### config.mk
export PLATFORM = sky130hd
export DESIGN_NAME = dual_interval_timer
export DESIGN_NICKNAME = d
export VERILOG_FILES = /design/src/rtl/dit_pkg.sv /design/src/rtl/dit_decode.sv /design/src/rtl/dit_reload_timer.sv /design/src/rtl/dit_oneshot_timer.sv /design/src/rtl/dit_read_mux.sv /design/src/rtl/dual_interval_timer.sv
export SDC_FILE = /design/constraint.sdc
export NUM_CORES = 1
export LEC_CHECK = 0
export BUFFER_PORTS_ARGS = -buffer_cell sky130_fd_sc_hd__buf_2
export CORE_ASPECT_RATIO = 0.5
export CORE_MARGIN = 2
export CORE_UTILIZATION = 55
export CTS_BUF_LIST = sky130_fd_sc_hd__clkbuf_2
export CTS_CLUSTER_SIZE = 14
export DETAILED_ROUTE_END_ITERATION = 7
export HOLD_SLACK_MARGIN = 0.06
export PLACE_DENSITY = 0.75
export RECOVER_POWER = 50
export SLEW_MARGIN = 20
export SYNTH_ARGS = -nofsm -noshare
export SYNTH_HDL_FRONTEND = slang
export SYNTH_SLANG_ARGS = --single-unit
### constraint.sdc
create_clock -name clk -period 2.6 [get_ports clk]
set_input_delay 0.52 -clock clk [delete_from_list [all_inputs] [get_ports clk]]
set_output_delay 0.52 -clock clk [all_outputs]
set_load 0.01 [all_outputs]
### src/rtl/dit_pkg.sv
package dit_pkg;
  localparam int unsigned IDX_W = 4;

  localparam logic [IDX_W-1:0] IDX_T1_CNT_LO = 4'd4;
  localparam logic [IDX_W-1:0] IDX_T1_CNT_HI = 4'd5;
  localparam logic [IDX_W-1:0] IDX_T1_LAT_LO = 4'd6;
  localparam logic [IDX_W-1:0] IDX_T1_LAT_HI = 4'd7;
  localparam logic [IDX_W-1:0] IDX_T2_LO     = 4'd8;
  localparam logic [IDX_W-1:0] IDX_T2_HI     = 4'd9;

  localparam logic [1:0] MODE_FREE_RUN = 2'b01;

  typedef struct packed {
    logic t1_lat_lo_wr;
    logic t1_load_wr;
    logic t1_lat_hi_wr;
    logic t2_lat_wr;
    logic t2_load_wr;
    logic t1_ack_rd;
    logic t2_ack_rd;
  } dit_strobe_t;
endpackage

### src/rtl/dit_decode.sv
module dit_decode
  import dit_pkg::*;
(
  input  logic             acc_wr,
  input  logic             acc_rd,
  input  logic [IDX_W-1:0] acc_idx,
  output dit_strobe_t      strb
);
  always_comb begin
    strb = '0;
    strb.t1_lat_lo_wr = acc_wr && (acc_idx == IDX_T1_CNT_LO || acc_idx == IDX_T1_LAT_LO);
    strb.t1_load_wr   = acc_wr && (acc_idx == IDX_T1_CNT_HI);
    strb.t1_lat_hi_wr = acc_wr && (acc_idx == IDX_T1_LAT_HI);
    strb.t2_lat_wr    = acc_wr && (acc_idx == IDX_T2_LO);
    strb.t2_load_wr   = acc_wr && (acc_idx == IDX_T2_HI);
    strb.t1_ack_rd    = acc_rd && (acc_idx == IDX_T1_CNT_LO);
    strb.t2_ack_rd    = acc_rd && (acc_idx == IDX_T2_LO);
  end
endmodule

### src/rtl/dit_reload_timer.sv
module dit_reload_timer #(
  parameter int unsigned CNT_W  = 16,
  parameter int unsigned BYTE_W = 8
) (
  input  logic              clk,
  input  logic              rst_n,
  input  logic              tick,
  input  logic              free_run,
  input  logic              lat_lo_wr,
  input  logic              load_wr,
  input  logic              lat_hi_wr,
  input  logic [BYTE_W-1:0] wdata,
  output logic [CNT_W-1:0]  cnt,
  output logic [CNT_W-1:0]  latch,
  output logic              zero_set
);
  localparam logic [CNT_W-1:0] ONE = CNT_W'(1);

  logic past_end;

  always_ff @(posedge clk) begin
    if (!rst_n) begin
      latch    <= '1;
      cnt      <= '1;
      past_end <= 1'b0;
    end else begin
      if (lat_lo_wr) latch[BYTE_W-1:0] <= wdata;
      if (load_wr || lat_hi_wr) latch[CNT_W-1:BYTE_W] <= wdata;
      if (load_wr) begin
        cnt      <= {wdata, latch[BYTE_W-1:0]};
        past_end <= 1'b0;
      end else if (tick) begin
        if (past_end) begin
          cnt      <= latch;
          past_end <= 1'b0;
        end else begin
          cnt      <= cnt - ONE;
          past_end <= (cnt == '0);
        end
      end
    end
  end

  assign zero_set = free_run && tick && !load_wr &&
                    (past_end ? (latch == '0) : (cnt == ONE));
endmodule

### src/rtl/dit_oneshot_timer.sv
module dit_oneshot_timer #(
  parameter int unsigned CNT_W  = 16,
  parameter int unsigned BYTE_W = 8
) (
  input  logic              clk,
  input  logic              rst_n,
  input  logic              tick,
  input  logic              lat_wr,
  input  logic              load_wr,
  input  logic [BYTE_W-1:0] wdata,
  output logic [CNT_W-1:0]  cnt,
  output logic [BYTE_W-1:0] lat_lo,
  output logic              zero_set
);
  localparam logic [CNT_W-1:0] ONE = CNT_W'(1);

  logic armed;

  always_ff @(posedge clk) begin
    if (!rst_n) begin
      cnt    <= '1;
      lat_lo <= '0;
      armed  <= 1'b0;
    end else begin
      if (lat_wr) lat_lo <= wdata;
      if (load_wr) begin
        cnt   <= {wdata, lat_lo};
        armed <= 1'b1;
      end else if (tick) begin
        cnt <= cnt - ONE;
        if (cnt == ONE) armed <= 1'b0;
      end
    end
  end

  assign zero_set = tick && !load_wr && armed && (cnt == ONE);
endmodule

### src/rtl/dit_read_mux.sv
module dit_read_mux
  import dit_pkg::*;
#(
  parameter int unsigned CNT_W  = 16,
  parameter int unsigned BYTE_W = 8
) (
  input  logic [IDX_W-1:0]  acc_idx,
  input  logic [CNT_W-1:0]  t1_cnt,
  input  logic [CNT_W-1:0]  t1_latch,
  input  logic [CNT_W-1:0]  t2_cnt,
  output logic [BYTE_W-1:0] rdata
);
  always_comb begin
    unique case (acc_idx)
      IDX_T1_CNT_LO: rdata = t1_cnt[BYTE_W-1:0];
      IDX_T1_CNT_HI: rdata = t1_cnt[CNT_W-1:BYTE_W];
      IDX_T1_LAT_LO: rdata = t1_latch[BYTE_W-1:0];
      IDX_T1_LAT_HI: rdata = t1_latch[CNT_W-1:BYTE_W];
      IDX_T2_LO:     rdata = t2_cnt[BYTE_W-1:0];
      IDX_T2_HI:     rdata = t2_cnt[CNT_W-1:BYTE_W];
      default:       rdata = '0;
    endcase
  end
endmodule

### src/rtl/dual_interval_timer.sv
module dual_interval_timer
  import dit_pkg::*;
#(
  parameter int unsigned CNT_W  = 16,
  parameter int unsigned BYTE_W = 8
) (
  input  logic              clk,
  input  logic              rst_n,
  input  logic              tick_en,
  input  logic              acc_wr,
  input  logic              acc_rd,
  input  logic [IDX_W-1:0]  acc_idx,
  input  logic [BYTE_W-1:0] acc_wdata,
  output logic [BYTE_W-1:0] acc_rdata,
  input  logic [1:0]        t1_mode,
  output logic              t1_set,
  output logic              t1_clr,
  output logic              t2_set,
  output logic              t2_clr
);
  dit_strobe_t       strb;
  logic [CNT_W-1:0]  t1_cnt;
  logic [CNT_W-1:0]  t1_latch;
  logic [CNT_W-1:0]  t2_cnt;
  logic [BYTE_W-1:0] t2_lat_lo;

  dit_decode u_decode (
    .acc_wr  (acc_wr),
    .acc_rd  (acc_rd),
    .acc_idx (acc_idx),
    .strb    (strb)
  );

  dit_reload_timer #(.CNT_W(CNT_W), .BYTE_W(BYTE_W)) u_t1 (
    .clk       (clk),
    .rst_n     (rst_n),
    .tick      (tick_en),
    .free_run  (t1_mode == MODE_FREE_RUN),
    .lat_lo_wr (strb.t1_lat_lo_wr),
    .load_wr   (strb.t1_load_wr),
    .lat_hi_wr (strb.t1_lat_hi_wr),
    .wdata     (acc_wdata),
    .cnt       (t1_cnt),
    .latch     (t1_latch),
    .zero_set  (t1_set)
  );

  dit_oneshot_timer #(.CNT_W(CNT_W), .BYTE_W(BYTE_W)) u_t2 (
    .clk      (clk),
    .rst_n    (rst_n),
    .tick     (tick_en),
    .lat_wr   (strb.t2_lat_wr),
    .load_wr  (strb.t2_load_wr),
    .wdata    (acc_wdata),
    .cnt      (t2_cnt),
    .lat_lo   (t2_lat_lo),
    .zero_set (t2_set)
  );

  dit_read_mux #(.CNT_W(CNT_W), .BYTE_W(BYTE_W)) u_rmux (
    .acc_idx  (acc_idx),
    .t1_cnt   (t1_cnt),
    .t1_latch (t1_latch),
    .t2_cnt   (t2_cnt),
    .rdata    (acc_rdata)
  );

  assign t1_clr = strb.t1_load_wr || strb.t1_lat_hi_wr || strb.t1_ack_rd;
  assign t2_clr = strb.t2_ack_rd;
endmodule

==> results of run 1 <==
## critical path, stage by stage, from the launching register on
cell and delay [ns]:
dfxtp_2 0.38, nor4_2 0.33, nand4_1 0.20, nor4_2 0.28, a31oi_1 0.07, nor4b_1 0.30
buf_2 0.18
## layout make-up
class                           count  area [um2]
Clock buffer                       12        60.1
Clock inverter                      4        18.8
Fill cell                         533        2080
Inverter                           13        48.8
Multi-Input combinational cell    355        2220
Sequential cell                    58        1180
Tap cell                           88         110
Timing Repair Buffer               57         358
## layout by cell type, fill, tap and decap left out, drive strengths merged, types with 6 or more instances in the layout
master / instances
a21oi: 15
a22oi: 16
buf: 52
clkbuf: 17
dfxtp: 58
inv: 13
mux2i: 14
nand2: 63
nand3: 22
nor2: 48
nor2b: 17
nor3: 12
nor3b: 6
nor4: 13
o211ai: 12
o21ai: 25
o2bb2ai: 7
xnor2: 9
xor2: 8
## layer usage
layer	vias up	global-route usage, %	share of wire [%]
met5	-	0	0
met4	0	9.69	1.9
met3	22	9.74	11
met2	186	44.6	42
met1	1671	47.0	45
li1	1732	-	-
## stage by stage
| stage | utilization (%) | std cells | hold slack, ns | worst slack (ns) | power [mW] |
|---|---|---|---|---|---|
| 3_3_place_gp | 62.2 | 566 | 0.458 | 0.355 | 1.24 |
| 6_report | 65.7 | 587 | 0.261 | -0.212 | 1.72 |
| 3_5_place_dp | 62.2 | 566 | 0.453 | 0.340 | 1.24 |
| 4_1_cts | 64.2 | 583 | 0.246 | -0.109 | 1.71 |
| 5_1_grt | 65.7 | 587 | 0.247 | -0.292 | 1.80 |
| 2_1_floorplan | - | 460 | 0.440 | 0.184 | 1.14 |
## worst paths after layout
path	startpoint	to	slack [ns]
hold / removal	acc_wdata[7]	u_t1.latch[7]	0.26
setup reg to reg	u_t2.cnt[2]	u_t2.cnt[9]	0.50
hold reg to reg	u_t2.lat_lo[1]	u_t2.cnt[1]	0.48
setup / recovery	u_t1.latch[14]	t1_set	-0.21
## cells by family (layout without fill, tap and decap cells)
| group | Yosys count | in the layout | share of synthesized area (%) |
|---|---|---|---|
| mux | 14 | 14 | 4.03 |
| fa+ha+maj | 4 | 4 | 1.44 |
| xor+xnor | 17 | 17 | 4.28 |
| compound gates | 108 | 108 | 21.3 |
| buf+inv | 47 | 86 | 5.54 |
| flops | 58 | 58 | 33.4 |
| simple gates | 212 | 212 | 30.1 |
## what timing repair did
action / 4_1_cts / 5_1_grt
pin swaps: 1 / 3
hold endpoints to repair: 0 / 0
setup endpoints to repair: 2 / 2
buffers inserted: 1 / 4
resized for setup: 8 / 22
## Yosys cell counts (all sizes together) (3+ instances only)
cell type and n:
ha 4, mux2i 14, a21oi 15, o21a 3
and2 3, a311oi 3, nand2 63, or4 5
nor4 13, xor2 8, nor3 12, inv 13
xnor2 9, clkbuf 30, nand4b 3, nand3 22
nand4 5, o21ai 25, nand2b 3, a22oi 16
a31oi 5, o311ai 3, dfxtp 58, buf 4
nor3b 6, o22ai 4, nor2 48, nor2b 17
o211ai 12, nand3b 3, or2 3, o2bb2ai 7
## state kept, by name, indices dropped and copies added, names as in the netlist
register,flops
u_t1.cnt,16
u_t1.latch,16
u_t2.cnt,16
u_t2.lat_lo,8
u_t1.past_end,1
u_t2.armed,1
## where the power goes
part	switching, mW	internal (mW)	total (mW)	leakage, nW
logic	0.155	0.114	0.269	1.05
clock network	0.350	0.130	0.480	0.0631
registers	0.0521	0.920	0.972	0.470
total	0.557	1.16	1.72	1.58
==> impl_metrics.env, run 1 <==
export IMPL_outcome="complete, but fails checks"
export IMPL_violations="negative setup slack"
export IMPL_drt_vias_per_instance=6.15
export IMPL_postRouteAntennaNets=0
export IMPL_die_w_um=116
export IMPL_maxCapViolCount=0
export IMPL_drt_iter0_drc=358
export IMPL_synth_flop_cell="dfxtp_1"
export IMPL_hold_path_class="input pin to flop"
export IMPL_whs_path_depth=3
export IMPL_grt_overflow=0
export IMPL_ir_drop_uv=270
export IMPL_yosys_top_cells_area="dfxtp_1, nand2_1, nor2_1"
export IMPL_setup_violations=2
export IMPL_num_antenna_cells=0
export IMPL_pin_count=31
export IMPL_rr_worst_depth=5
export IMPL_clk_latency_ns=0.56
export IMPL_dr_pass1_iters=5
export IMPL_hold_viol=0
export IMPL_powerDensity_nw_per_um2=431
export IMPL_fmax_ghz=0.356
export IMPL_cts_sinks=58
export IMPL_initial_utilization_pct=57.2
export IMPL_synth_largest_area_cell="dfxtp_1"
export IMPL_fin_crit_sh_pct=108
export IMPL_slew_headroom_pct=45.8
export IMPL_avgSynthCellArea_um2=7.56
export IMPL_fin_skew_ns=0.0269
export IMPL_grt_pass1_wl_um=16600
export IMPL_grt_setup_unrepaired="yes"
export IMPL_layout_drive_gt1_share_pct=19.8
export IMPL_vias=3611
export IMPL_crit_required_ns=2.08
export IMPL_dp_hpwl_um=7290
export IMPL_synthCells=460
export IMPL_track_usage_pct=32.0
export IMPL_synth_warnings=0
export IMPL_gp_congestion=0.941
export IMPL_slew_viol_final=0
export IMPL_numPortBuffers=30
export IMPL_drc_errors=0
export IMPL_row_count=20
export IMPL_grt_pass1_vias=3116
export IMPL_grt_antenna_before_repair=0
export IMPL_finalCriticalPeriod_ns=2.81
export IMPL_cts_max_level=3
export IMPL_finalWorstSetupSlack_ns=-0.212
export IMPL_synth_top_area_share_pct=33.4
export IMPL_wl_um=10500
export IMPL_ctsHoldBuffers=0
export IMPL_synth_area_um2=3480
export IMPL_worstPathArrival_ns=2.29
export IMPL_leakage_nw=1.58
export IMPL_synth_edf_count=0
export IMPL_syn_to_final_growth_pct=14.9
export IMPL_final_net_count=517
export IMPL_post_route_cell_area_um2=4000
export IMPL_synth_seq_cells=58
export IMPL_cp_max_fo=3
export IMPL_core_area_um2=6080
export IMPL_cp_start_kind="flop"
export IMPL_synth_fp_nets=483
export IMPL_grt_max_degree=37
export IMPL_async_flop_share_pct=0
export IMPL_clock_path_buffers=2
export IMPL_cts_reportedPaths_clkPinSlew_ns=0.19
export IMPL_tns_ns=-0.222
export IMPL_synth_cell_types=53
export IMPL_worstMarginPinSlew_ns=0.813
export IMPL_synth_seq_area_share_pct=33.4
export IMPL_path_class="flop to output port"
export IMPL_wire_per_inst_um=18.0
export IMPL_die_h_um=60.2
export IMPL_placed_cell_area_um2=3780
export IMPL_cts_root_buf="clkbuf_2"
export IMPL_die_area_um2=7020
export IMPL_cts_buffers_inserted=9
export IMPL_end_kind="output port"
export IMPL_cts_tree="done"
Note: power is estimated with default switching activity, not from simulation.
==> run 2, diff against run 1 <==
Settings changed: SETUP_SLACK_MARGIN set to 0.05.
==> run 2 against run 1 <==
Effect of this change:
- the flow still finishes with violations (negative setup slack)
- non-clock buffer count grew 2
- via count is 0.66% higher
- sequential share of layout area increased by 0.065 points
- utilization rose by 0.41 points
- die area unchanged
- register-to-register slack is essentially flat
- global-route usage unchanged
- total power shrank 0.22%
- largest cell class unchanged
==> impl_metrics.env, run 2 (synthesized netlist as in run 1, its figures left out) <==
export IMPL_final_net_count=519
export IMPL_reg_largest_list="u_t1.cnt x16, u_t1.latch x16, u_t2.cnt x16"
export IMPL_grt_antenna_before_repair=0
export IMPL_vias=3635
export IMPL_grt_overflow=0
export IMPL_p_sw_mw=0.554
export IMPL_cp_start_kind="flop"
export IMPL_initial_utilization_pct=57.2
export IMPL_cts_max_level=3
export IMPL_p_total_mw=1.72
export IMPL_grt_pass1_vias=3116
export IMPL_numPortBuffers=30
export IMPL_die_h_um=60.2
export IMPL_finalCriticalPeriod_ns=2.81
export IMPL_utilization_pct=66.2
export IMPL_row_count=20
export IMPL_hold_viol=0
export IMPL_setup_violations=2
export IMPL_violations="negative setup slack"
export IMPL_dp_hpwl_um=7290
export IMPL_slew_headroom_pct=45.6
export IMPL_power_frac_seq_pct=56.4
export IMPL_powerDensity_nw_per_um2=427
export IMPL_cts_sinks=58
export IMPL_postRouteAntennaNets=0
export IMPL_dp_slack_ns=0.340
export IMPL_path_class="flop to output port"
export IMPL_fin_cells=589
export IMPL_ir_drop_uv=271
export IMPL_finalWorstSetupSlack_ns=-0.210
export IMPL_pin_count=31
export IMPL_post_route_cell_area_um2=4020
export IMPL_die_w_um=116
export IMPL_grt_pass1_wl_um=16600
export IMPL_num_antenna_cells=0
export IMPL_hold_path_class="input pin to flop"
export IMPL_final_cell_mix="nand2_1, nor2_1, dfxtp_1"
export IMPL_cp_max_fo=3
export IMPL_clk_latency_ns=0.56
export IMPL_power_switching_share_pct=32.3
export IMPL_fmax_ghz=0.356
export IMPL_core_area_um2=6080
export IMPL_fin_crit_sh_pct=108
export IMPL_intPower_mw=1.16
export IMPL_placed_cell_area_um2=3780
export IMPL_r2r_start="u_t2.cnt[2]"
export IMPL_power_frac_clock_pct=27.9
export IMPL_slew_viol_final=0
export IMPL_outcome="complete, but fails checks"
export IMPL_grt_max_degree=37
export IMPL_leakage_nw=1.59
export IMPL_cp_startpoint="u_t1.latch[14]"
export IMPL_cts_buffers_inserted=9
export IMPL_dr_pass1_iters=5
export IMPL_crit_required_ns=2.08
export IMPL_holdCritStartpoint="acc_wdata[7]"
export IMPL_grt_setup_unrepaired="yes"
export IMPL_wl_um=10600
export IMPL_track_usage_pct=32.0
export IMPL_worstPathArrival_ns=2.29
export IMPL_nFillCells=531
export IMPL_drt_vias_per_instance=6.17
export IMPL_wire_per_inst_um=18.0
export IMPL_clock_path_buffers=2
export IMPL_drc_errors=0
export IMPL_cts_reportedPaths_clkPinSlew_ns=0.18
export IMPL_fin_skew_ns=0.0233
export IMPL_die_area_um2=7020
export IMPL_place_inst=566
export IMPL_end_kind="output port"
export IMPL_layout_drive_gt1_share_pct=20.6
export IMPL_layout_commonest_cell="nand2_1"
export IMPL_worstMarginPinSlew_ns=0.815
export IMPL_gp_congestion=0.941
export IMPL_cts_root_buf="clkbuf_2"
export IMPL_syn_to_final_growth_pct=15.6
export IMPL_cts_tree="done"
export IMPL_p_comb_share_pct=15.8
export IMPL_drt_iter0_drc=328
export IMPL_maxCapViolCount=0
[run 2: timing repair]
item / in CTS / in global routing
hold buffers: 0 / 0
buffers inserted: 1 / 6
endpoints found under the setup margin: 2 / 2
pin swaps: 1 / 6
resized for setup: 8 / 27
[run 2: final timing paths]
check,to,cells past startpoint,slack [ns]
hold / removal,u_t1.latch[7],3,0.26
setup / recovery,t1_set,6,-0.21
setup reg to reg,u_t2.cnt[9],5,0.50
hold reg to reg,u_t2.armed,2,0.49
[run 2: worst max-delay path, stage by stage (launching register included)]
cell	delay, ns
dfxtp_2	0.38
nor4_2	0.33
nand4_1	0.19
nor4_2	0.28
a31oi_1	0.07
nor4b_1	0.30
buf_2	0.18
[run 2: power by group through the flow]
| stage | Clock, mW | Sequential, mW | Combinational (mW) |
|---|---|---|---|
| floorplan | 0 | 0.965 | 0.176 |
| global placement | 0 | 0.985 | 0.258 |
| detailed placement | 0 | 0.985 | 0.260 |
| CTS | 0.477 | 0.965 | 0.265 |
| global route | 0.524 | 0.972 | 0.299 |
| finish | 0.478 | 0.968 | 0.270 |
[run 2: cell type report]
type,count,area (um2),share of cell area (%)
clock buffer,12,60.1,1.49
clock inverter,4,18.8,0.467
inverter,13,48.8,1.21
multi-input combinational,355,2220,55.2
sequential,58,1190,29.6
tap,88,110,2.74
timing repair buffer,59,373,9.27
[run 2: stage by stage]
stage          hold slack [ns]  setup TNS, ns
2_1_floorplan            0.440              0
3_3_place_gp             0.458              0
3_5_place_dp             0.453              0
4_1_cts                  0.246         -0.109
5_1_grt                  0.247         -0.393
6_report                 0.258         -0.236
[run 2: routing by layer]
metal / part of all wire [%] / routed length [um] / track usage [%] / up-vias
li1: - / - / - / 1730
met1: 46 / 4840 / 47.0 / 1699
met2: 42 / 4460 / 44.6 / 181
met3: 10 / 1110 / 9.74 / 25
met4: 1.9 / 197 / 9.69 / 0
met5: 0 / 0 / 0 / -
==> run 3, diff against run 2 <==
Settings changed: CORE_MARGIN 2 to not set, CORE_UTILIZATION 55 to 60, PLACE_DENSITY 0.75 to 0.8.
==> run 3 against run 2 <==
Effect of this change:
- the run ends with max-capacitance violations, max-slew violations, negative setup slack left
- final cell count is 3.6% lower
- sequential power is 0.8% higher
- via count is 2.0% higher
- clock skew is 0.0071 ns lower
- maximum frequency is 6.5% higher
- worst setup slack better by 0.17 ns
- sequential share of layout area is 0.23 points lower
- die area is 13% lower
- cell area is 0.25% higher
- critical path type unchanged
- largest power group unchanged
==> impl_metrics.env, run 3 (synthesized netlist as in run 1, its figures left out) <==
export IMPL_p_sw_mw=0.555
export IMPL_cts_reportedPaths_clkPinSlew_ns=0.17
export IMPL_postRouteAntennaNets=0
export IMPL_fin_cells=568
export IMPL_ctsHoldBuffers=0
export IMPL_whs_path_depth=3
export IMPL_track_usage_pct=37.8
export IMPL_outcome="complete, but fails checks"
export IMPL_pin_count=31
export IMPL_drc_errors=0
export IMPL_fin_skew_ns=0.0162
export IMPL_slowest_delay_ns=0.39
export IMPL_gp_congestion=0.958
export IMPL_grt_antenna_before_repair=0
export IMPL_crit_required_ns=2.08
export IMPL_nFillCells=463
export IMPL_hold_slack_ns=0.297
export IMPL_grt_pass1_vias=3403
export IMPL_cts_buffers_inserted=9
export IMPL_r2r_start="u_t2.cnt[3]"
export IMPL_ir_drop_uv=557
export IMPL_vias=3708
export IMPL_cp_startpoint="u_t1.latch[4]"
export IMPL_intPower_mw=1.45
export IMPL_cp_common_cell="nor4_2"
export IMPL_path_cells="nor4_2 -> nand4_1 -> nor4_2 -> a31oi_1 -> nor4b_2 -> buf_2"
export IMPL_grt_pass1_wl_um=17200
export IMPL_final_cell_mix="nand2_1, nor2_1, dfxtp_1"
export IMPL_rr_endpoint="u_t2.cnt[9]"
export IMPL_dp_hpwl_um=7690
export IMPL_cts_tree="done"
export IMPL_p_total_mw=2.01
export IMPL_layout_commonest_cell="nand2_1"
export IMPL_rr_worst_depth=5
export IMPL_grt_max_degree=35
export IMPL_power_switching_share_pct=27.7
export IMPL_cts_max_level=3
export IMPL_place_inst=549
export IMPL_cts_sinks=58
export IMPL_numPortBuffers=30
export IMPL_initial_utilization_pct=62.8
export IMPL_wl_um=10900
export IMPL_layout_drive_gt1_share_pct=20.2
export IMPL_end_kind="output port"
export IMPL_powerDensity_nw_per_um2=497
export IMPL_row_count=19
export IMPL_reg_largest_list="u_t1.cnt x16, u_t1.latch x16, u_t2.cnt x16"
export IMPL_setup_violations=1
export IMPL_final_net_count=513
export IMPL_maxCapViolCount=1
export IMPL_crit_path_end="t1_set"
export IMPL_cp_start_kind="flop"
export IMPL_syn_to_final_growth_pct=15.9
export IMPL_worstPathArrival_ns=2.12
export IMPL_core_area_um2=5540
export IMPL_wire_per_inst_um=19.2
export IMPL_crit_path_top_delay_cell="dfxtp_2"
export IMPL_p_comb_share_pct=13.2
export IMPL_hold_path_class="input pin to flop"
export IMPL_cp_max_fo=4
export IMPL_grt_overflow=0
export IMPL_num_antenna_cells=0
export IMPL_clk_latency_ns=0.51
export IMPL_die_h_um=55.9
export IMPL_finalWorstSetupSlack_ns=-0.0386
export IMPL_slew_headroom_pct=-0.996
export IMPL_die_area_um2=6130
export IMPL_die_w_um=110
export IMPL_cts_root_buf="clkbuf_2"
export IMPL_dr_pass1_iters=8
export IMPL_reg2reg_slack_ns=0.34
export IMPL_worstMarginPinSlew_ns=1.51
export IMPL_hold_viol=0
export IMPL_clock_path_buffers=2
export IMPL_slew_viol_final=35
export IMPL_power_frac_seq_pct=48.7
export IMPL_power_frac_clock_pct=38.1
export IMPL_fmax_ghz=0.379
export IMPL_drt_vias_per_instance=6.53
export IMPL_finalCriticalPeriod_ns=2.64
export IMPL_fin_crit_sh_pct=101
export IMPL_leakage_nw=1.63
export IMPL_violations="max-capacitance violations, max-slew violations, negative setup slack"
export IMPL_drt_iter0_drc=476
export IMPL_utilization_pct=72.8
export IMPL_path_class="flop to output port"
export IMPL_grt_setup_unrepaired="yes"
-- run 3: worst min path at each step --
| stage | end | startpoint | slack (ns) |
|---|---|---|---|
| 4_1_cts | u_t1.latch[7] | acc_wdata[7] | 0.28 |
| 3_3_place_gp | u_t2.cnt[1] | u_t2.lat_lo[1] | 0.46 |
| 6_report | u_t1.latch[7] | acc_wdata[7] | 0.30 |
| 5_1_grt | u_t1.latch[7] | acc_wdata[7] | 0.27 |
| 3_5_place_dp | u_t2.cnt[1] | u_t2.lat_lo[1] | 0.47 |
| 2_1_floorplan | u_t2.cnt[1] | u_t2.lat_lo[1] | 0.44 |
-- run 3: power groups by stage --
stage / combinational [mW] / clock, mW / sequential, mW
2_1_floorplan: 0.176 / 0 / 0.965
3_5_place_dp: 0.256 / 0 / 0.987
3_3_place_gp: 0.250 / 0 / 0.985
5_1_grt: 0.291 / 0.811 / 0.979
4_1_cts: 0.259 / 0.774 / 0.972
6_report: 0.264 / 0.765 / 0.976
-- run 3: layout make-up --
cell class / count / area, um2 / area share (%)
clock inverters: 5 / 103 / 2.54
multi-input cells: 355 / 2240 / 55.5
inverters: 13 / 48.8 / 1.21
flip-flops and latches: 58 / 1180 / 29.4
clock buffers: 11 / 55.1 / 1.37
well taps: 73 / 91.3 / 2.26
repair buffers: 53 / 313 / 7.76
-- run 3: routing by layer --
| layer | track usage [%] | vias up | wire, um |
|---|---|---|---|
| met2 | 55.5 | 223 | 4710 |
| met5 | 0 | - | 0 |
| met3 | 12.3 | 39 | 1380 |
| met1 | 52.4 | 1726 | 4550 |
| li1 | - | 1720 | - |
| met4 | 12.2 | 0 | 254 |
-- run 3: worst max-delay path, delay by kind of cell (launching register included) --
kind	cells	cell delay, ns
simple gates	4	0.96
compound gates	1	0.09
buf+inv	1	0.16
flops	1	0.39
-- run 3: metrics by stage --
| stage | TNS [ns] | setup WS (ns) | instance area, um2 |
|---|---|---|---|
| global route | -0.324 | -0.207 | 4030 |
| finish | -0.0386 | -0.0386 | 4030 |
| detailed placement | 0 | 0.247 | 3740 |
| floorplan | 0 | 0.184 | 3480 |
| global placement | 0 | 0.357 | 3740 |
| CTS | -0.0463 | -0.0463 | 3980 |
-- run 3: repair_timing --
action,CTS,global route
gates resized for setup,20,13
setup buffers,0,3
setup endpoints to repair,2,2
pin swaps,1,1
